File: src/rtl/vib_pkg.sv
package vib_pkg;

  typedef enum logic [1:0] {
    PAT_NONE   = 2'd0,
    PAT_SINGLE = 2'd1,
    PAT_DOUBLE = 2'd2,
    PAT_TRIPLE = 2'd3
  } pat_e;

  localparam int unsigned SEG_W = 3;

  function automatic logic [SEG_W-1:0] seg_total(input pat_e p);
    case (p)
      PAT_TRIPLE: seg_total = SEG_W'(6);
      PAT_DOUBLE: seg_total = SEG_W'(4);
      PAT_SINGLE: seg_total = SEG_W'(2);
      default:    seg_total = SEG_W'(0);
    endcase
  endfunction

endpackage

File: src/rtl/vib_sync.sv
module vib_sync #(
  parameter int unsigned W      = 3,
  parameter int unsigned STAGES = 2
) (
  input  logic         clk,
  input  logic         rst_n,
  input  logic [W-1:0] d_i,
  output logic [W-1:0] q_o
);
  logic [W-1:0] stg_q [STAGES];

  for (genvar s = 0; s < STAGES; s++) begin : g_stage
    if (s == 0) begin : g_first
      always_ff @(posedge clk or negedge rst_n) begin
        if (!rst_n) stg_q[s] <= '0;
        else        stg_q[s] <= d_i;
      end
    end else begin : g_next
      always_ff @(posedge clk or negedge rst_n) begin
        if (!rst_n) stg_q[s] <= '0;
        else        stg_q[s] <= stg_q[s-1];
      end
    end
  end

  assign q_o = stg_q[STAGES-1];
endmodule

File: src/rtl/vib_pick.sv
module vib_pick
  import vib_pkg::*;
(
  input  logic [2:0] req_i,   // {triple, double, single}
  output pat_e       pat_o
);
  always_comb begin
    if (req_i[2])      pat_o = PAT_TRIPLE;
    else if (req_i[1]) pat_o = PAT_DOUBLE;
    else if (req_i[0]) pat_o = PAT_SINGLE;
    else               pat_o = PAT_NONE;
  end
endmodule

File: src/rtl/vib_seg_table.sv
module vib_seg_table
  import vib_pkg::*;
#(
  parameter int unsigned LONG_T  = 600,
  parameter int unsigned MID_T   = 300,
  parameter int unsigned SHORT_T = 150,
  parameter int unsigned GAP_T   = 300,
  parameter int unsigned LEN_W   = 10
) (
  input  pat_e             pat_i,
  input  logic [SEG_W-1:0] idx_i,
  output logic [LEN_W-1:0] len_o,
  output logic             last_o
);
  always_comb begin
    len_o = LEN_W'(GAP_T);
    if (!idx_i[0]) begin
      if (idx_i == '0)                                 len_o = LEN_W'(LONG_T);
      else if (pat_i == PAT_TRIPLE && idx_i == SEG_W'(2)) len_o = LEN_W'(MID_T);
      else                                             len_o = LEN_W'(SHORT_T);
    end
  end

  assign last_o = (idx_i == seg_total(pat_i) - SEG_W'(1));
endmodule

File: src/rtl/vib_seg_timer.sv
module vib_seg_timer #(
  parameter int unsigned LEN_W = 10
) (
  input  logic             clk,
  input  logic             rst_n,
  input  logic             clr_i,
  input  logic             run_i,
  input  logic             tick_i,
  input  logic [LEN_W-1:0] len_i,
  output logic             done_o
);
  logic [LEN_W-1:0] cnt_q;

  assign done_o = run_i && tick_i && (cnt_q == len_i - LEN_W'(1));

  always_ff @(posedge clk or negedge rst_n) begin
    if (!rst_n)                cnt_q <= '0;
    else if (clr_i)            cnt_q <= '0;
    else if (run_i && tick_i)  cnt_q <= done_o ? '0 : cnt_q + LEN_W'(1);
  end

  a_r7_hold_without_tick: assert property (@(posedge clk) disable iff (!rst_n)
    (run_i && !tick_i && !clr_i) |=> $stable(cnt_q));

  a_r7_count_in_range: assert property (@(posedge clk) disable iff (!rst_n)
    run_i |-> (cnt_q < len_i));
endmodule

File: src/rtl/vib_pattern_seq.sv
module vib_pattern_seq
  import vib_pkg::*;
#(
  parameter int unsigned LONG_T  = 600,
  parameter int unsigned MID_T   = 300,
  parameter int unsigned SHORT_T = 150,
  parameter int unsigned GAP_T   = 300,
  parameter int unsigned SYNC_STAGES = 2
) (
  input  logic clk,
  input  logic rst_n,
  input  logic tick_ms,
  input  logic btn_triple,
  input  logic btn_double,
  input  logic btn_single,
  output logic motor_en,
  output logic busy
);
  localparam int unsigned MAX_A   = (LONG_T > MID_T) ? LONG_T : MID_T;
  localparam int unsigned MAX_B   = (SHORT_T > GAP_T) ? SHORT_T : GAP_T;
  localparam int unsigned MAX_LEN = (MAX_A > MAX_B) ? MAX_A : MAX_B;
  localparam int unsigned LEN_W   = $clog2(MAX_LEN + 1);

  logic [2:0]       req_s;
  pat_e             pick;
  pat_e             pat_q;
  logic [SEG_W-1:0] seg_q;
  logic             busy_q, motor_q;
  logic [LEN_W-1:0] seg_len;
  logic             seg_last, seg_done, start;

  vib_sync #(.W(3), .STAGES(SYNC_STAGES)) u_sync (
    .clk   (clk),
    .rst_n (rst_n),
    .d_i   ({btn_triple, btn_double, btn_single}),
    .q_o   (req_s)
  );

  vib_pick u_pick (
    .req_i (req_s),
    .pat_o (pick)
  );

  vib_seg_table #(
    .LONG_T(LONG_T), .MID_T(MID_T), .SHORT_T(SHORT_T), .GAP_T(GAP_T), .LEN_W(LEN_W)
  ) u_table (
    .pat_i  (pat_q),
    .idx_i  (seg_q),
    .len_o  (seg_len),
    .last_o (seg_last)
  );

  assign start = !busy_q && (pick != PAT_NONE);

  vib_seg_timer #(.LEN_W(LEN_W)) u_timer (
    .clk    (clk),
    .rst_n  (rst_n),
    .clr_i  (start),
    .run_i  (busy_q),
    .tick_i (tick_ms),
    .len_i  (seg_len),
    .done_o (seg_done)
  );

  always_ff @(posedge clk or negedge rst_n) begin
    if (!rst_n) begin
      busy_q  <= 1'b0;
      motor_q <= 1'b0;
      pat_q   <= PAT_NONE;
      seg_q   <= '0;
    end else if (start) begin
      busy_q  <= 1'b1;
      motor_q <= 1'b1;
      pat_q   <= pick;
      seg_q   <= '0;
    end else if (busy_q && seg_done) begin
      if (seg_last) begin
        busy_q  <= 1'b0;
        motor_q <= 1'b0;
        pat_q   <= PAT_NONE;
        seg_q   <= '0;
      end else begin
        seg_q   <= seg_q + SEG_W'(1);
        motor_q <= seg_q[0];   // next index even -> on
      end
    end
  end

  assign busy     = busy_q;
  assign motor_en = motor_q;

  a_r5_idle_low: assert property (@(posedge clk) disable iff (!rst_n)
    !busy_q |-> !motor_q);

  a_r6_pattern_held: assert property (@(posedge clk) disable iff (!rst_n)
    (busy_q && $past(busy_q)) |-> $stable(pat_q));

  a_r8_start_high: assert property (@(posedge clk) disable iff (!rst_n)
    $rose(busy_q) |-> motor_q);

  a_r1_level_parity: assert property (@(posedge clk) disable iff (!rst_n)
    busy_q |-> (motor_q == !seg_q[0]));

  a_r6_seg_in_range: assert property (@(posedge clk) disable iff (!rst_n)
    busy_q |-> (seg_q < seg_total(pat_q)));
endmodule

File: config.mk
export PLATFORM = sky130hd
export DESIGN_NAME = vib_pattern_seq
export DESIGN_NICKNAME = d
export VERILOG_FILES = /design/src/rtl/vib_pkg.sv /design/src/rtl/vib_sync.sv /design/src/rtl/vib_pick.sv /design/src/rtl/vib_seg_table.sv /design/src/rtl/vib_seg_timer.sv /design/src/rtl/vib_pattern_seq.sv
export SDC_FILE = /design/constraint.sdc
export NUM_CORES = 1
export LEC_CHECK = 0
export ABC_AREA = 0
export BUFFER_PORTS_ARGS = -buffer_cell sky130_fd_sc_hd__buf_2
export CAP_MARGIN = 20
export CORE_MARGIN = 3
export CORE_UTILIZATION = 60
export DETAILED_ROUTE_END_ITERATION = 6
export HOLD_SLACK_MARGIN = 0.12
export PLACE_DENSITY = 0.87
export RECOVER_POWER = 25
export REMOVE_ABC_BUFFERS = 1
export SETUP_SLACK_MARGIN = 0.2
export SLEW_MARGIN = 20
export SYNTH_ARGS = -nofsm -noshare
export SYNTH_HDL_FRONTEND = slang
export SYNTH_HIERARCHICAL = 1
export SYNTH_SLANG_ARGS = --single-unit
File: constraint.sdc
create_clock -name clk -period 7.9 [get_ports clk]
set_input_delay 0 -clock clk [delete_from_list [all_inputs] [get_ports clk]]
set_output_delay 0 -clock clk [all_outputs]
set_load 0.03 [all_outputs]
==> results of run 1 <==
-- worst min-delay path by stage --
stage | startpoint | to | slack, ns | cells after the start
after floorplan | rst_n | busy$_DFFE_PN0P_ | -0.30 | 0
after global placement | rst_n | u_timer/cnt_q[4]$_DFFE_PN0P_ | 0.0008 | 1
after detailed placement | rst_n | seg_q[2]$_DFFE_PN0P_ | 0.007 | 1
after CTS | rst_n | u_timer/cnt_q[4]$_DFFE_PN0P_ | 0.19 | 2
after global routing | btn_single | u_sync/stg_q[3]$_DFF_PN0_ | 0.31 | 2
final | btn_single | u_sync/stg_q[3]$_DFF_PN0_ | 0.32 | 2
-- per-stage QoR --
step	hold slack, ns	cell area [sq um]	power, mW	setup slack [ns]	util
global route	0.307	1650	0.282	3.79	0.706
global placement	0.000817	1580	0.206	4.40	0.673
detailed placement	0.00715	1580	0.210	4.17	0.673
CTS	0.195	1650	0.266	4.12	0.706
finish	0.324	1650	0.265	4.11	0.706
floorplan	-0.296	1510	0.194	4.66	-
-- critical path, cell delays in order, from the launching register on --
cell and delay (ns):
dfrtp_1 0.49, nor3_1 0.72, inv_1 0.35, nor4_4 0.47, nand3_1 0.20, xnor2_2 0.22, nor4_2 0.44, nand2_2 0.18
or4b_1 0.49, a21oi_1 0.15
-- state kept, by name, indices dropped and copies added (netlist names) --
name,count
u_sync/stg_q,3
u_timer/cnt_q,10
seg_q,3
pat_q,2
u_sync/q_o,3
busy,1
motor_en,1
-- metal layers --
layer	up-vias	wire length [um]	GRT usage
met5	-	0	0
met4	0	32	0.0728
met3	4	111	0.0407
met2	30	1590	0.382
met1	604	1360	0.255
li1	586	-	-
-- timing repair --
item / 4_1_cts / 5_1_grt
buffers inserted: 0 / 0
endpoints found under the hold margin: 27 / 0
hold buffers: 5 / 0
-- Yosys cell counts (2+ instances only) --
cell,count
nand2_1,6
nand3_1,7
inv_1,10
nor3b_1,3
buf_4,7
o31ai_2,2
nor2b_1,2
xnor2_1,6
nor3_1,5
o21ai_0,4
ha_1,5
mux2i_1,2
a21oi_1,6
xor2_1,14
nor2_1,13
dfrtp_1,23
and3_1,4
nand4_1,9
-- report_power, final --
part           internal, mW  total (mW)  switching [mW]
combinational        0.0288      0.0613          0.0325
clock                0.0189      0.0534          0.0345
sequential            0.130       0.150          0.0195
total                 0.178       0.265          0.0865
-- cell families after synthesis --
family / after synthesis / share of synthesized area
simple gates: 65 / 0.250
compound gates: 26 / 0.142
flops: 23 / 0.367
xor+xnor: 21 / 0.122
buf+inv: 19 / 0.0631
fa+ha+maj: 5 / 0.0399
mux: 2 / 0.0128
other cells: 1 / 0.00239
-- layout make-up --
type	instances	area [sq um]
tap	28	35.0
fill	175	688
timing repair buffer	12	83.8
clock buffer	3	22.5
multi-input combinational	120	892
clock inverter	1	5.00
sequential	23	576
inverter	10	37.5
-- layout by cell type, fill, tap and decap left out, drive strengths merged, types with 2 or more instances in the layout --
| cell | instances |
|---|---|
| a21o | 2 |
| clkbuf | 4 |
| inv | 10 |
| nand4 | 9 |
| nand3 | 7 |
| o31ai | 3 |
| xor2 | 14 |
| o41ai | 2 |
| and3 | 4 |
| or2 | 2 |
| mux2i | 2 |
| xnor2 | 7 |
| nor4 | 3 |
| nand2 | 7 |
| dfrtp | 23 |
| nor2 | 13 |
| a21oi | 6 |
| ha | 5 |
| nor3b | 3 |
| nor3 | 6 |
| dlygate4sd3 | 5 |
| nor2b | 2 |
| buf | 6 |
| o21ai | 5 |
==> metrics, run 1 <==
first drt pass iteration count 4; max_cap viols 0; die width 57.1 um; Synth Flop Type dfrtp_1; hpwl dp 2340 um; reg2reg setup slack 4.11 ns; DIE HEIGHT 57.1 um; drt drc 0; pwr dens 160 nW/um^2; Max H-tree Level 1; Core ar. 2340 sq um; row count 17; CP endpoint seg_q[2]$_DFFE_PN0P_; layout cell share with drive strength beyond 1 0.154; CTS tree built; reg2reg path depth 9; # IOs 8; Detailed Route Iter0 Violations 52; WL/cell 15.7 um; Gate Count Post-Synth 162; R2R Path Start seg_q[0]$_DFFE_PN0P_; Mean Syn Cell Area 9.67 sq um; kind of critical path reg -> reg; vias in the first global route 1228; GRT Overall Usage 0.213; FF-to-FF End seg_q[2]$_DFFE_PN0P_; IO Port Bufs 7; Worst Hold Class in -> reg; setup_tns 0 ns; Overflow after GRT 0; Leak 0.762 nW; via count 1224; #FFs+latches synth 23; synthesis-to-finish area growth 5.43%; Synth warnings 6; Initial Util 0.670; Worst EP required 8.14 ns; via/cell ratio 6.21; status complete, no violations; placed cells 188; Tmin final 3.79 ns; Netlist cell types 52; CTS Buffer Depth 2; Final Max Slew Viols 0; pin count of the biggest net entering global routing 24; first-pass GRT wire length 5510 um; Area contributors post-synth dfrtp_1, xor2_1, ha_1; Worst Tran Pin Value 1.21 ns; Post-Syn Area 1570 sq um; n_diodes 0; CP max FO 10; post-CTS resize count 0; Worst setup EP type register; post-synth top area cell dfrtp_1; Critical Path Source seg_q[0]$_DFFE_PN0P_; Startpoint Class register; worst path arrival time 4.03 ns; fin cells 197; root buf cell clkbuf_4; RSZ-0062 raised after global routing false; clock sink count 23; Layout Skew 0.00450 ns; Slew headroom 0.196; ANT nets after route 0; WL final 3090 um; Fmax achieved 264 MHz; CTS clk-pin slew, worst paths 0.12 ns; total CTS buffers 3; Seq/Total Area, Yosys 0.367; Final period util 0.480; die area 3260 sq um; final setup fails 0; EDFF count, synth 0; Synth async-reset ratio 1.00; antenna violations before repair 0; Final Hold Viols 0; Synth top area share 0.367; Placer Congestion 0.817; Max VDD drop 0.156 mV; Worst-Skew Late Latency 0.31 ns; nets 181
Note: power is estimated with default switching activity, not from simulation.
==> run 2: changes to the inputs <==
==> constraint.sdc (replaced) <==
create_clock -name clk -period 3.61 [get_ports clk]
set_input_delay 0 -clock clk [delete_from_list [all_inputs] [get_ports clk]]
set_output_delay 0 -clock clk [all_outputs]
set_load 0.03 [all_outputs]
==> metrics, run 2 (synthesis results as in run 1) <==
status complete, no violations; Max VDD drop 0.277 mV (+77%); via count 1198 (-2.1%); WL/cell 15.8 um (+0.69%); final instance area 1700 sq um (+2.8%); cell internal pwr 0.392 mW (+120%); die width 57.1 um (unchanged); WL final 3140 um (+1.7%); n_diodes 0 (unchanged); nets 183 (+1.1%); Worst-Skew Late Latency 0.31 ns (about the same); drt drc 0 (unchanged); CP max FO 8 (-2); CTS clk-pin slew, worst paths 0.13 ns (about the same); Comb pwr share 0.234 (+0.002); root buf cell clkbuf_4; Worst Hold Class in -> reg; Max H-tree Level 1 (unchanged); Startpoint Class register; first drt pass iteration count 4 (unchanged); share of power burned in registers 0.560 (-0.006); ANT nets after route 0 (unchanged); GRT Overall Usage 0.209 (-0.00462); largest reg by FF count u_timer/cnt_q; Clock power frac 0.206 (+0.004); Slew headroom 0.192 (-0.00412); synthesis-to-finish area growth 8.39%; DIE HEIGHT 57.1 um (unchanged); Final Hold Viols 0 (unchanged); Overflow after GRT 0 (unchanged); Initial Util 0.670 (unchanged); vias in the first global route 1140 (-7.2%); Placer Congestion 0.905 (+11%); post-layout total power 0.587 mW (+120%); layout cell share with drive strength beyond 1 0.170 (+0.0157); Tmin final 3.19 ns (-0.604 ns); pin count of the biggest net entering global routing 24 (unchanged); worst path arrival time 3.42 ns (-0.61 ns); Fmax achieved 314 MHz (+19%); CTS tree built; Layout Skew 0.00713 ns (+0.00263 ns); Sw Ratio 0.332 (+0.00489); pwr dens 345 nW/um^2 (+120%); Final Max Slew Viols 0 (unchanged); commonest non-fill, non-tap cell in the layout dfrtp_1; clock sink count 23 (unchanged); Placement Cell Area 1590 sq um (+0.95%); # IOs 8 (unchanged); kind of critical path reg -> reg; row count 17 (unchanged); number of setup buffers added after CTS 0 (unchanged); max FFs per register 10 (unchanged); Worst EP required 3.84 ns (-4.30 ns); NetSw 0.195 mW (+130%); Worst setup EP type register; Fin Hold WS 0.321 ns (-0.00266 ns); Leak 0.787 nW (+3.3%); Core ar. 2340 sq um (unchanged); Fillers 173 (-1.1%); final core utilization 0.726 (+0.0198); Critical Path Source pat_q[0]$_DFFE_PN0P_; setup_tns 0 ns (unchanged); hpwl dp 2280 um (-2.4%); RSZ-0062 raised after global routing false; final setup fails 0 (unchanged); Worst Tran Pin Value 1.21 ns (+0.00618 ns); max_cap viols 0 (unchanged); via/cell ratio 6.02 (-3.1%); commonest cells after routing, fill and taps aside dfrtp_1, xor2_1, nor2_1; IO Port Bufs 7 (unchanged); R2R Path Start pat_q[0]$_DFFE_PN0P_; first-pass GRT wire length 5400 um (-2.1%); total CTS buffers 3 (unchanged); antenna violations before repair 0 (unchanged); CTS Buffer Depth 2 (unchanged); die area 3260 sq um (unchanged); Worst Hold Launch btn_single; Final period util 0.883 (+0.403); Detailed Route Iter0 Violations 42 (-19%)
-- run 2: power groups by stage --
stage,logic (mW),registers [mW],clock network [mW]
3_3_place_gp,0.122,0.329,0
5_1_grt,0.154,0.334,0.137
6_report,0.137,0.328,0.121
4_1_cts,0.132,0.327,0.126
2_1_floorplan,0.101,0.323,0
3_5_place_dp,0.128,0.332,0
-- run 2: what timing repair did --
item / CTS / global route
endpoints found under the hold margin: 27 / 0
hold buffers: 5 / 0
gates resized for setup: 0 / 5
setup endpoints to repair: 0 / 1
-- run 2: cell type report --
cell class                      instances  area, sq um  area share
Inverter                               10         37.5      0.0221
Clock buffer                            4         26.3      0.0155
Tap cell                               28         35.0      0.0206
Sequential cell                        23          576       0.339
Multi-Input combinational cell        120          925       0.545
Timing Repair Buffer                   14         98.8      0.0582
-- run 2: worst paths after layout --
check | to | slack (ns) | cells after the start
setup / recovery | seg_q[2]$_DFFE_PN0P_ | 0.42 | 11
hold / removal | u_sync/stg_q[3]$_DFF_PN0_ | 0.32 | 2
setup reg to reg | seg_q[2]$_DFFE_PN0P_ | 0.42 | 11
hold reg to reg | u_sync/q_o[1]$_DFF_PN0_ | 0.36 | 0
max in group asynchronous | u_sync/q_o[0]$_DFF_PN0_ | 2.44 | 2
min in group asynchronous | seg_q[2]$_DFFE_PN0P_ | 0.45 | 2
-- run 2: critical path: stages (launching register included) --
cell     delay (ns)
dfrtp_1        0.43
ha_1           0.27
nor2b_2        0.20
o21ba_4        0.21
inv_1          0.05
ha_1           0.27
a221o_1        0.34
and4_4         0.20
nor4_4         0.31
nand2_2        0.14
or4b_1         0.49
a21oi_1        0.20
-- run 2: per-layer routing --
layer  up-vias  GRT usage  wire length [um]
met4         0     0.0662                12
met3         2     0.0249               169
li1        587          -                 -
met1       577      0.298              1440
met2        32      0.331              1520
met5         -          0                 0
-- run 2: metrics by stage --
stage                     cells  worst slack (ns)
after CTS                   199             0.315
after global routing        199             0.219
after global placement      190             0.596
final                       199             0.424
after detailed placement    190             0.339
after floorplan             153             0.366
==> run 3: changes to the inputs <==
--- a/config.mk
+++ b/config.mk
@@ -9,10 +9,10 @@
 export BUFFER_PORTS_ARGS = -buffer_cell sky130_fd_sc_hd__buf_2
 export CAP_MARGIN = 20
 export CORE_MARGIN = 3
-export CORE_UTILIZATION = 60
+export CORE_UTILIZATION = 50
 export DETAILED_ROUTE_END_ITERATION = 6
 export HOLD_SLACK_MARGIN = 0.12
-export PLACE_DENSITY = 0.87
+export PLACE_DENSITY = 0.76
 export RECOVER_POWER = 25
 export REMOVE_ABC_BUFFERS = 1
 export SETUP_SLACK_MARGIN = 0.2
==> constraint.sdc (replaced) <==
create_clock -name clk -period 3.68 [get_ports clk]
set_input_delay 0 -clock clk [delete_from_list [all_inputs] [get_ports clk]]
set_output_delay 0 -clock clk [all_outputs]
set_load 0.03 [all_outputs]
==> metrics, run 3 (synthesis results as in run 1) <==
Overflow after GRT 0 (unchanged); Final Hold Viols 0 (unchanged); Startpoint Class register; row count 19 (+2); CTS tree built; Fillers 253 (+46%); hpwl dp 2230 um (-2.3%); root buf cell clkbuf_4; DIE HEIGHT 62.0 um (+8.5%); WL/cell 13.8 um (-13%); Layout Skew 0.0101 ns (+0.00301 ns); CP max FO 8 (unchanged); CP dominant cell by count ha_1; die area 3840 sq um (+18%); CTS clk-pin slew, worst paths 0.14 ns (about the same); critical path's slowest cell or4b_1; Final period util 0.858 (-0.0246); synthesis-to-finish area growth 6.87%; total CTS buffers 3 (unchanged); final setup fails 0 (unchanged); kind of critical path reg -> reg; Max H-tree Level 1 (unchanged); CTS Buffer Depth 2 (unchanged); Final Max Slew Viols 0 (unchanged); CTS Hold Bufs 4 (-1); Core ar. 2880 sq um (+23%); Tmin final 3.16 ns (-0.0286 ns); post-CTS resize count 0 (unchanged); Leak 0.767 nW (-2.5%); ANT nets after route 0 (unchanged); Max VDD drop 0.238 mV (-14%); layout cell share with drive strength beyond 1 0.165 (-0.00488); Worst path max stage delay 0.48 ns (about the same); worst path arrival time 3.40 ns (-0.02 ns); number of setup buffers added after CTS 0 (unchanged); Initial Util 0.545 (-0.125); Crit path max-delay family simple AND/OR/NAND/NOR gates; pwr dens 340 nW/um^2 (-1.6%); first drt pass iteration count 4 (unchanged); commonest non-fill, non-tap cell in the layout dfrtp_1; Worst EP required 3.92 ns (+0.08 ns); Cell Chain, Critical Path ha_1, nor2b_1, o21ba_2, inv_1, ha_1, nand2b_1, a21boi_1, o31ai_2, nor4_2, nand2_2, or4b_1, a21oi_1; Worst-Skew Late Latency 0.31 ns (about the same); drt drc 0 (unchanged); n_diodes 0 (unchanged); via count 1185 (-1.1%); # IOs 8 (unchanged); max_cap viols 0 (unchanged); Placer Congestion 0.884 (-2.3%); commonest cells after routing, fill and taps aside dfrtp_1, xor2_1, nor2_1; first-pass GRT wire length 5110 um (-5.2%); Slew headroom 0.170 (-0.0221); WL final 2920 um (-7.2%); placed cells 204 (+7.4%); via/cell ratio 5.59 (-7.2%); nets 182 (-0.55%); GRT Overall Usage 0.179 (-0.0295); max FFs per register 10 (unchanged); RSZ-0062 raised after global routing false; fin cells 212 (+6.5%); pin count of the biggest net entering global routing 24 (unchanged); Worst Tran Pin Value 1.24 ns (+0.0332 ns); die width 62.0 um (+8.5%); antenna violations before repair 0 (unchanged); largest reg by FF count u_timer/cnt_q; clock sink count 23 (unchanged); Detailed Route Iter0 Violations 89 (+110%); IO Port Bufs 7 (unchanged); Fmax achieved 317 MHz (+0.91%); Worst Hold Class in -> reg; Buf/Inv on CP 1 (unchanged); Worst setup EP type register; setup_tns 0 ns (unchanged); status complete, no violations; vias in the first global route 1136 (-0.35%)
-- run 3: layer usage --
metal  GRT usage  routed length (um)  vias to the layer above
met1       0.249                1420                      577
met4      0.0576                  28                        0
li1            -                   -                      590
met5           0                   0                        -
met2       0.288                1420                       14
met3      0.0248                  57                        4
-- run 3: final timing paths --
path	start	endpoint	slack [ns]	cells past startpoint
worst max-delay path	pat_q[0]$_DFFE_PN0P_	seg_q[2]$_DFFE_PN0P_	0.52	12
worst min-delay path	tick_ms	u_timer/cnt_q[1]$_DFFE_PN0P_	0.13	3
worst max register to register	pat_q[0]$_DFFE_PN0P_	seg_q[2]$_DFFE_PN0P_	0.52	12
worst min register to register	u_sync/stg_q[5]$_DFF_PN0_	u_sync/q_o[2]$_DFF_PN0_	0.36	0
max in group asynchronous	rst_n	seg_q[0]$_DFFE_PN0P_	2.48	2
min in group asynchronous	rst_n	pat_q[1]$_DFFE_PN0P_	0.45	2
-- run 3: per-stage QoR --
step | setup slack (ns) | hold WS [ns] | util | power [mW] | instance area, sq um
finish | 0.523 | 0.134 | 0.582 | 0.569 | 1670
global route | 0.243 | 0.158 | 0.582 | 0.608 | 1670
CTS | 0.520 | 0.132 | 0.582 | 0.575 | 1680
detailed placement | 0.556 | 0.00535 | 0.559 | 0.451 | 1610
global placement | 0.658 | -0.0115 | 0.559 | 0.445 | 1610
floorplan | 0.436 | -0.296 | - | 0.415 | 1510
-- run 3: report_power, final --
group,total (mW),switching [mW],internal [mW],leakage (nW)
Clock,0.119,0.0782,0.0405,0.0177
Sequential,0.322,0.0422,0.280,0.289
Combinational,0.128,0.0679,0.0603,0.461
Total,0.569,0.188,0.381,0.767
-- run 3: layout make-up --
type                       instances  area (sq um)  share of cell area
multi-input combinational        120           892               0.533
sequential                        23           576               0.344
timing repair buffer              13          88.8              0.0531
tap                               42          52.6              0.0314
inverter                          10          37.5              0.0224
clock buffer                       3          22.5              0.0135
clock inverter                     1          5.00             0.00299
-- run 3: worst register-to-register path, cell delays in order, from the launching register on --
cell,delay (ns)
dfrtp_1,0.44
ha_1,0.27
nor2b_1,0.17
o21ba_2,0.23
inv_1,0.07
ha_1,0.28
nand2b_1,0.19
a21boi_1,0.18
o31ai_2,0.14
nor4_2,0.35
nand2_2,0.15
or4b_1,0.48
a21oi_1,0.14
